$ cat config.mk
export PLATFORM = sky130hd
export DESIGN_NAME = rtc_calendar_regs
export DESIGN_NICKNAME = d
export VERILOG_FILES = /design/src/rtl/rtc_cal_pkg.sv /design/src/rtl/rtc_commit_delay.sv /design/src/rtl/rtc_hms_counter.sv /design/src/rtl/rtc_ymd_counter.sv /design/src/rtl/rtc_calendar_regs.sv
export SDC_FILE = /design/constraint.sdc
export NUM_CORES = 1
export LEC_CHECK = 0
export BUFFER_PORTS_ARGS = -buffer_cell sky130_fd_sc_hd__buf_2
export CORE_ASPECT_RATIO = 1.4
export CORE_MARGIN = 5
export CORE_UTILIZATION = 45
export DETAILED_ROUTE_END_ITERATION = 7
export PLACE_DENSITY = 0.67
export SLEW_MARGIN = 5
export SYNTH_ARGS = -nofsm -noshare
export SYNTH_HDL_FRONTEND = slang
export SYNTH_SLANG_ARGS = --single-unit
$ cat constraint.sdc
create_clock -name clk -period 3.8 [get_ports clk]
set_input_delay 0.57 -clock clk [delete_from_list [all_inputs] [get_ports clk]]
set_output_delay 0.57 -clock clk [all_outputs]
set_load 0.005 [all_outputs]
$ cat src/rtl/rtc_cal_pkg.sv
`timescale 1ns/1ps
package rtc_cal_pkg;
  localparam int unsigned WORD_W = 32;

  typedef struct packed {
    logic [4:0] hr;
    logic [5:0] mn;
    logic [5:0] sc;
  } hms_t;

  typedef struct packed {
    logic       leap;
    logic [5:0] yr;
    logic [3:0] mon;
    logic [4:0] day;
  } ymd_t;

  localparam logic [5:0] SEC_LAST = 6'd59;
  localparam logic [5:0] MIN_LAST = 6'd59;
  localparam logic [4:0] HR_LAST  = 5'd23;
  localparam logic [3:0] MON_LAST = 4'd12;

  function automatic logic [4:0] month_len(input logic [3:0] mon, input logic leap);
    logic [4:0] n;
    case (mon)
      4'd4, 4'd6, 4'd9, 4'd11: n = 5'd30;
      4'd2:                    n = leap ? 5'd29 : 5'd28;
      default:                 n = 5'd31;
    endcase
    return n;
  endfunction

  // 1970 + yr divisible by four <=> yr mod 4 == 2 (range 1970..2033)
  function automatic logic leap_of(input logic [5:0] yr);
    return yr[1:0] == 2'd2;
  endfunction

  function automatic logic [WORD_W-1:0] hms_word(input hms_t h);
    return {11'd0, h.hr, 2'd0, h.mn, 2'd0, h.sc};
  endfunction

  function automatic logic [WORD_W-1:0] ymd_word(input ymd_t d);
    return {9'd0, d.leap, d.yr, 4'd0, d.mon, 3'd0, d.day};
  endfunction
endpackage

$ cat src/rtl/rtc_commit_delay.sv
`timescale 1ns/1ps
module rtc_commit_delay #(
  parameter int unsigned TICKS = 3
) (
  input  logic clk,
  input  logic rst_n,
  input  logic wr_i,
  input  logic tick_i,
  output logic busy_o,
  output logic commit_o
);
  localparam int unsigned CW = $clog2(TICKS + 1);

  logic [CW-1:0] cnt_q;

  always_ff @(posedge clk) begin
    if (!rst_n)                        cnt_q <= '0;
    else if (wr_i)                     cnt_q <= CW'(TICKS);
    else if (tick_i && cnt_q != '0)    cnt_q <= cnt_q - CW'(1);
  end

  assign busy_o   = (cnt_q != '0);
  assign commit_o = tick_i && !wr_i && (cnt_q == CW'(1));

  p_wr_sets_busy_r6: assert property (@(posedge clk) disable iff (!rst_n)
    wr_i |=> busy_o);
  p_busy_falls_on_tick_r6: assert property (@(posedge clk) disable iff (!rst_n)
    $fell(busy_o) |-> $past(tick_i));
  p_commit_clears_r6: assert property (@(posedge clk) disable iff (!rst_n)
    commit_o |=> !busy_o);
endmodule

$ cat src/rtl/rtc_hms_counter.sv
`timescale 1ns/1ps
module rtc_hms_counter
  import rtc_cal_pkg::*;
(
  input  logic clk,
  input  logic rst_n,
  input  logic tick_i,
  input  logic load_i,
  input  hms_t load_val_i,
  output hms_t hms_o,
  output logic day_carry_o
);
  hms_t hms_q, hms_nxt;
  logic wrap_day;

  always_comb begin
    hms_nxt  = hms_q;
    wrap_day = 1'b0;
    if (hms_q.sc >= SEC_LAST) begin
      hms_nxt.sc = '0;
      if (hms_q.mn >= MIN_LAST) begin
        hms_nxt.mn = '0;
        if (hms_q.hr >= HR_LAST) begin
          hms_nxt.hr = '0;
          wrap_day   = 1'b1;
        end else begin
          hms_nxt.hr = hms_q.hr + 5'd1;
        end
      end else begin
        hms_nxt.mn = hms_q.mn + 6'd1;
      end
    end else begin
      hms_nxt.sc = hms_q.sc + 6'd1;
    end
  end

  always_ff @(posedge clk) begin
    if (!rst_n)      hms_q <= '0;
    else if (load_i) hms_q <= load_val_i;
    else if (tick_i) hms_q <= hms_nxt;
  end

  assign hms_o       = hms_q;
  assign day_carry_o = tick_i && !load_i && wrap_day;

  p_sec_step_r2: assert property (@(posedge clk) disable iff (!rst_n)
    (tick_i && !load_i && hms_q.sc < SEC_LAST) |=> hms_q.sc == $past(hms_q.sc) + 6'd1);
  p_sec_hold_r2: assert property (@(posedge clk) disable iff (!rst_n)
    (!tick_i && !load_i) |=> $stable(hms_q));
  p_load_exact_r10: assert property (@(posedge clk) disable iff (!rst_n)
    load_i |=> hms_q == $past(load_val_i));
  p_carry_clears_r3: assert property (@(posedge clk) disable iff (!rst_n)
    day_carry_o |=> hms_q == '0);
endmodule

$ cat src/rtl/rtc_ymd_counter.sv
`timescale 1ns/1ps
module rtc_ymd_counter
  import rtc_cal_pkg::*;
(
  input  logic clk,
  input  logic rst_n,
  input  logic inc_i,
  input  logic load_i,
  input  ymd_t load_val_i,
  output ymd_t ymd_o
);
  ymd_t ymd_q, ymd_nxt;
  logic [5:0] yr_inc;

  assign yr_inc = ymd_q.yr + 6'd1;

  always_comb begin
    ymd_nxt = ymd_q;
    if (ymd_q.day >= month_len(ymd_q.mon, ymd_q.leap)) begin
      ymd_nxt.day = 5'd1;
      if (ymd_q.mon >= MON_LAST) begin
        ymd_nxt.mon  = 4'd1;
        ymd_nxt.yr   = yr_inc;
        ymd_nxt.leap = leap_of(yr_inc);
      end else begin
        ymd_nxt.mon = ymd_q.mon + 4'd1;
      end
    end else begin
      ymd_nxt.day = ymd_q.day + 5'd1;
    end
  end

  always_ff @(posedge clk) begin
    if (!rst_n) begin
      ymd_q <= '{leap: 1'b0, yr: 6'd0, mon: 4'd1, day: 5'd1};
    end else if (load_i) begin
      ymd_q <= load_val_i;
    end else if (inc_i) begin
      ymd_q <= ymd_nxt;
    end
  end

  assign ymd_o = ymd_q;

  p_date_hold_r8: assert property (@(posedge clk) disable iff (!rst_n)
    (!inc_i && !load_i) |=> $stable(ymd_q));
  p_year_wrap_r5: assert property (@(posedge clk) disable iff (!rst_n)
    (inc_i && !load_i && ymd_q.yr == 6'd63 && ymd_q.mon >= MON_LAST &&
     ymd_q.day >= 5'd31) |=> (ymd_q.yr == 6'd0 && ymd_q.mon == 4'd1 && ymd_q.day == 5'd1));
  p_date_load_r10: assert property (@(posedge clk) disable iff (!rst_n)
    load_i |=> ymd_q == $past(load_val_i));
endmodule

$ cat src/rtl/rtc_calendar_regs.sv
`timescale 1ns/1ps
module rtc_calendar_regs
  import rtc_cal_pkg::*;
#(
  parameter int unsigned ADDR_W       = 8,
  parameter int unsigned COMMIT_TICKS = 3,
  parameter int unsigned OFS_STATUS   = 'h00,
  parameter int unsigned OFS_DATE     = 'h10,
  parameter int unsigned OFS_TIME     = 'h14
) (
  input  logic              clk,
  input  logic              rst_n,
  input  logic              tick_i,
  input  logic              bus_wr,
  input  logic [ADDR_W-1:0] bus_addr,
  input  logic [31:0]       bus_wdata,
  output logic [31:0]       bus_rdata
);
  localparam int unsigned NUM_CH   = 2;
  localparam int unsigned CH_TIME  = 0;
  localparam int unsigned CH_DATE  = 1;
  localparam int unsigned BIT_TIME = 8;
  localparam int unsigned BIT_DATE = 7;
  localparam logic [ADDR_W-1:0] A_STATUS = ADDR_W'(OFS_STATUS);
  localparam logic [ADDR_W-1:0] A_DATE   = ADDR_W'(OFS_DATE);
  localparam logic [ADDR_W-1:0] A_TIME   = ADDR_W'(OFS_TIME);

  logic [NUM_CH-1:0] ch_wr, ch_busy, ch_commit;
  hms_t time_stg, cur_time;
  ymd_t date_stg, cur_date;
  logic day_carry;
  logic unused_wdata_par;

  assign ch_wr[CH_TIME] = bus_wr && (bus_addr == A_TIME);
  assign ch_wr[CH_DATE] = bus_wr && (bus_addr == A_DATE);
  assign unused_wdata_par = ^bus_wdata;

  generate
    for (genvar g = 0; g < NUM_CH; g++) begin : g_ch
      rtc_commit_delay #(.TICKS(COMMIT_TICKS)) u_dly (
        .clk      (clk),
        .rst_n    (rst_n),
        .wr_i     (ch_wr[g]),
        .tick_i   (tick_i),
        .busy_o   (ch_busy[g]),
        .commit_o (ch_commit[g])
      );
    end
  endgenerate

  always_ff @(posedge clk) begin
    if (!rst_n) begin
      time_stg <= '0;
      date_stg <= '0;
    end else begin
      if (ch_wr[CH_TIME])
        time_stg <= '{hr: bus_wdata[20:16], mn: bus_wdata[13:8], sc: bus_wdata[5:0]};
      if (ch_wr[CH_DATE])
        date_stg <= '{leap: bus_wdata[22], yr: bus_wdata[21:16],
                      mon: bus_wdata[11:8], day: bus_wdata[4:0]};
    end
  end

  rtc_hms_counter u_hms (
    .clk         (clk),
    .rst_n       (rst_n),
    .tick_i      (tick_i),
    .load_i      (ch_commit[CH_TIME]),
    .load_val_i  (time_stg),
    .hms_o       (cur_time),
    .day_carry_o (day_carry)
  );

  rtc_ymd_counter u_ymd (
    .clk        (clk),
    .rst_n      (rst_n),
    .inc_i      (day_carry),
    .load_i     (ch_commit[CH_DATE]),
    .load_val_i (date_stg),
    .ymd_o      (cur_date)
  );

  always_comb begin
    bus_rdata = '0;
    if (bus_addr == A_STATUS) begin
      bus_rdata[BIT_TIME] = ch_busy[CH_TIME];
      bus_rdata[BIT_DATE] = ch_busy[CH_DATE];
    end else if (bus_addr == A_DATE) begin
      bus_rdata = ymd_word(cur_date);
    end else if (bus_addr == A_TIME) begin
      bus_rdata = hms_word(cur_time);
    end
  end

  p_busy_hold_r6: assert property (@(posedge clk) disable iff (!rst_n)
    (ch_busy[CH_TIME] && !tick_i) |=> ch_busy[CH_TIME]);
  p_busy_hold_r7: assert property (@(posedge clk) disable iff (!rst_n)
    (ch_busy[CH_DATE] && !tick_i) |=> ch_busy[CH_DATE]);
  p_old_value_r8: assert property (@(posedge clk) disable iff (!rst_n)
    (ch_busy[CH_TIME] && !tick_i) |=> $stable(cur_time));
endmodule

==> out/results.tsv <==
metric	value	unit
slew_violations	0	
fin_setup_tns	0	ns
cts_buffers	9	
final_common_cell	nand2_1	
die_area	0.0105	mm2
htreeDepth	3	
cts-root-buf	clkbuf_16	
ios	76	
slowest_stage	nand3b_1	
ys_seq_area_share	36.4	%
endpoint_kind	register	
clk_path_buf_depth	2	
crit_required	4.04	ns
antenna_cells	0	
first_pass_iters	4	
avgSynthCellArea	7.79	um2
cts_resized	0	
syn_inst	494	
status	complete, no violations	
num_rows	40	
num_vias	3819	
gp_congestion	0.891	
fp.dieW	88.2	um
grt_overflow	0	
wl	11000	um
ant_nets	0	
cpPeakStageDelay	0.64	ns
clk_pin_slew	0.06	ns
place_inst	631	
leakage	1.76	nW
worst_pin_slew	0.751	ns
finalCriticalPeriod	2.81	ns
antenna_found_initial	0	
path_class	reg2reg	
multi_input_area	0.00225	mm2
io_buffers	50	
finalCritPeriodShare	73.9	%
setup_ws	0.993	ns
pre_cts_ws	0.765	ns
cts_tree	yes	
drc_errors	0	
rsz0062_at_grt	no	
grt_pass1_vias	3607	
max_clock_freq	356	MHz
cts_setup_buffers	0	
finalSetupViolCount	0	
nFillCells	834	
holdPathStages	2	
startpoint_type	register	
drive_gt1_share	15.5	%
fin_nets	597	
ir_worst_vdd	0.286	mV
cp_cell_sequence	ha_1 > o2111a_1 > nand3_1 > nand3b_1 > or3_1 > a311oi_1	
layout_common_cells	90 x nand2_1, 70 x dfxtp_1, 51 x a21oi_1, 50 x buf_2, 33 x o21ai_0	
fin_util	53.1	%
holdBufCountCts	0	
async_reset_ff_share	0	%
dr.first_iter.drc_count	266	
wl_per_cell	17.0	um
synth-edff-count	0	
syn2layout_area_growth	16.7	%
synth_ff_type	dfxtp_1	
critical_path_arrival	3.05	ns
worstRegToRegCells	6	
cap_viol_max_count	0	
dpl.hpwl	7960	um
start_util	45.5	%
cts_sinks	70	
clk_latency	0.34	ns
post_layout_nonfiller_instances	647	
finalHoldViolations	0	
power.density	428	mW/mm2
crit_fanout	17	
timing.clock.skew	0.00597	ns
yosysWarningCount	0	
core_area	0.00846	mm2
seq_area	0.00140	mm2
hp-class	reg2reg	
yosys_register_bits	70	
synth_cell_types	54	
grt_max_degree	51	
die_y	119	um
grt_pass1_wl	17900	um
via_per_inst	5.90	
netlist_area	0.00385	mm2
p_total	1.92	mW
maxSlewHeadroom	49.8	%
grt_use_total	21.8	%
-- cell families (layout without fill, tap and decap cells) --
group           count (synthesis)  after routing  share of synthesized area [%]
fa+ha+maj                      16             16                           5.20
flops                          70             70                           36.4
xor+xnor                        4              4                          0.910
compound gates                150            150                           25.5
buf+inv                        52             89                           6.40
other cells                     1             12                         0.0974
mux                             1              1                          0.260
simple gates                  200            200                           25.2
-- flip-flops by register name, summed over array words and instances (netlist names) --
signal and cells:
u_hms.hms_o 17, date_stg 16, u_ymd.ymd_o 16, time_stg 17, g_ch.u_dly.cnt_q 4
-- critical path: cells and delay by family, from the launching register on --
kind / cells / cell delay (ns)
and+or+nand+nor: 3 / 1.45
AOI/OAI and AO/OA: 2 / 0.56
DFF: 1 / 0.42
adders and majority gates: 1 / 0.28
-- cell usage after synthesis (4+ instances only) --
cell      instances  area [um2]
a211oi_1          5        37.5
or3_1             6        37.5
or4_1             4        30.0
o21ai_0          33         165
buf_4            13        97.6
a31oi_1          11        68.8
inv_1            13        48.8
nand2_1          90         338
nand3_1          23         115
and2_1            5        31.3
nor3_1            9        45.0
dfxtp_1          70        1400
a311oi_1          4        35.0
nor2_1           25        93.8
a22oi_1           4        30.0
nor2b_1           7        43.8
clkbuf_1         24        90.1
nor4_1            4        25.0
a21oi_1          51         255
ha_1             16         200
and3_1            9        56.3
a22o_1           13         114
-- power breakdown --
part | leakage, nW | total, mW | switching, mW | internal [mW]
sequential | 0.566 | 0.794 | 0.0339 | 0.760
combinational | 1.03 | 0.173 | 0.104 | 0.0692
clock | 0.159 | 0.957 | 0.317 | 0.640
-- metrics by stage --
stage / cell area [um2] / hold WS (ns)
4_1_cts: 4490 / 0.452
5_1_grt: 4490 / 0.466
6_report: 4490 / 0.450
3_3_place_gp: 4150 / 0.444
2_1_floorplan: 3890 / 0.432
3_5_place_dp: 4150 / 0.446
-- worst paths after layout --
kind,startpoint,to,slack (ns)
setup / recovery,u_hms.hms_o[0],u_ymd.ymd_o[9],0.99
setup reg to reg,u_hms.hms_o[0],u_ymd.ymd_o[9],0.99
hold / removal,time_stg[14],u_hms.hms_o[14],0.45
hold reg to reg,time_stg[14],u_hms.hms_o[14],0.45
-- layer usage --
metal	GRT usage [%]	vias to the layer above	routed length (um)
li1	-	1861	-
met1	27.9	1812	4660
met2	33.8	116	5360
met3	4.91	30	568
met4	10.9	0	425
met5	0	-	0
-- layout make-up --
type	instances	share of cell area (%)
Clock buffer	10	5.10
Clock inverter	6	2.45
Inverter	13	1.09
Multi-Input combinational cell	383	50.0
Sequential cell	70	31.2
Tap cell	105	2.92
Timing Repair Buffer	60	7.24
Power figures use the tool's default switching activity.
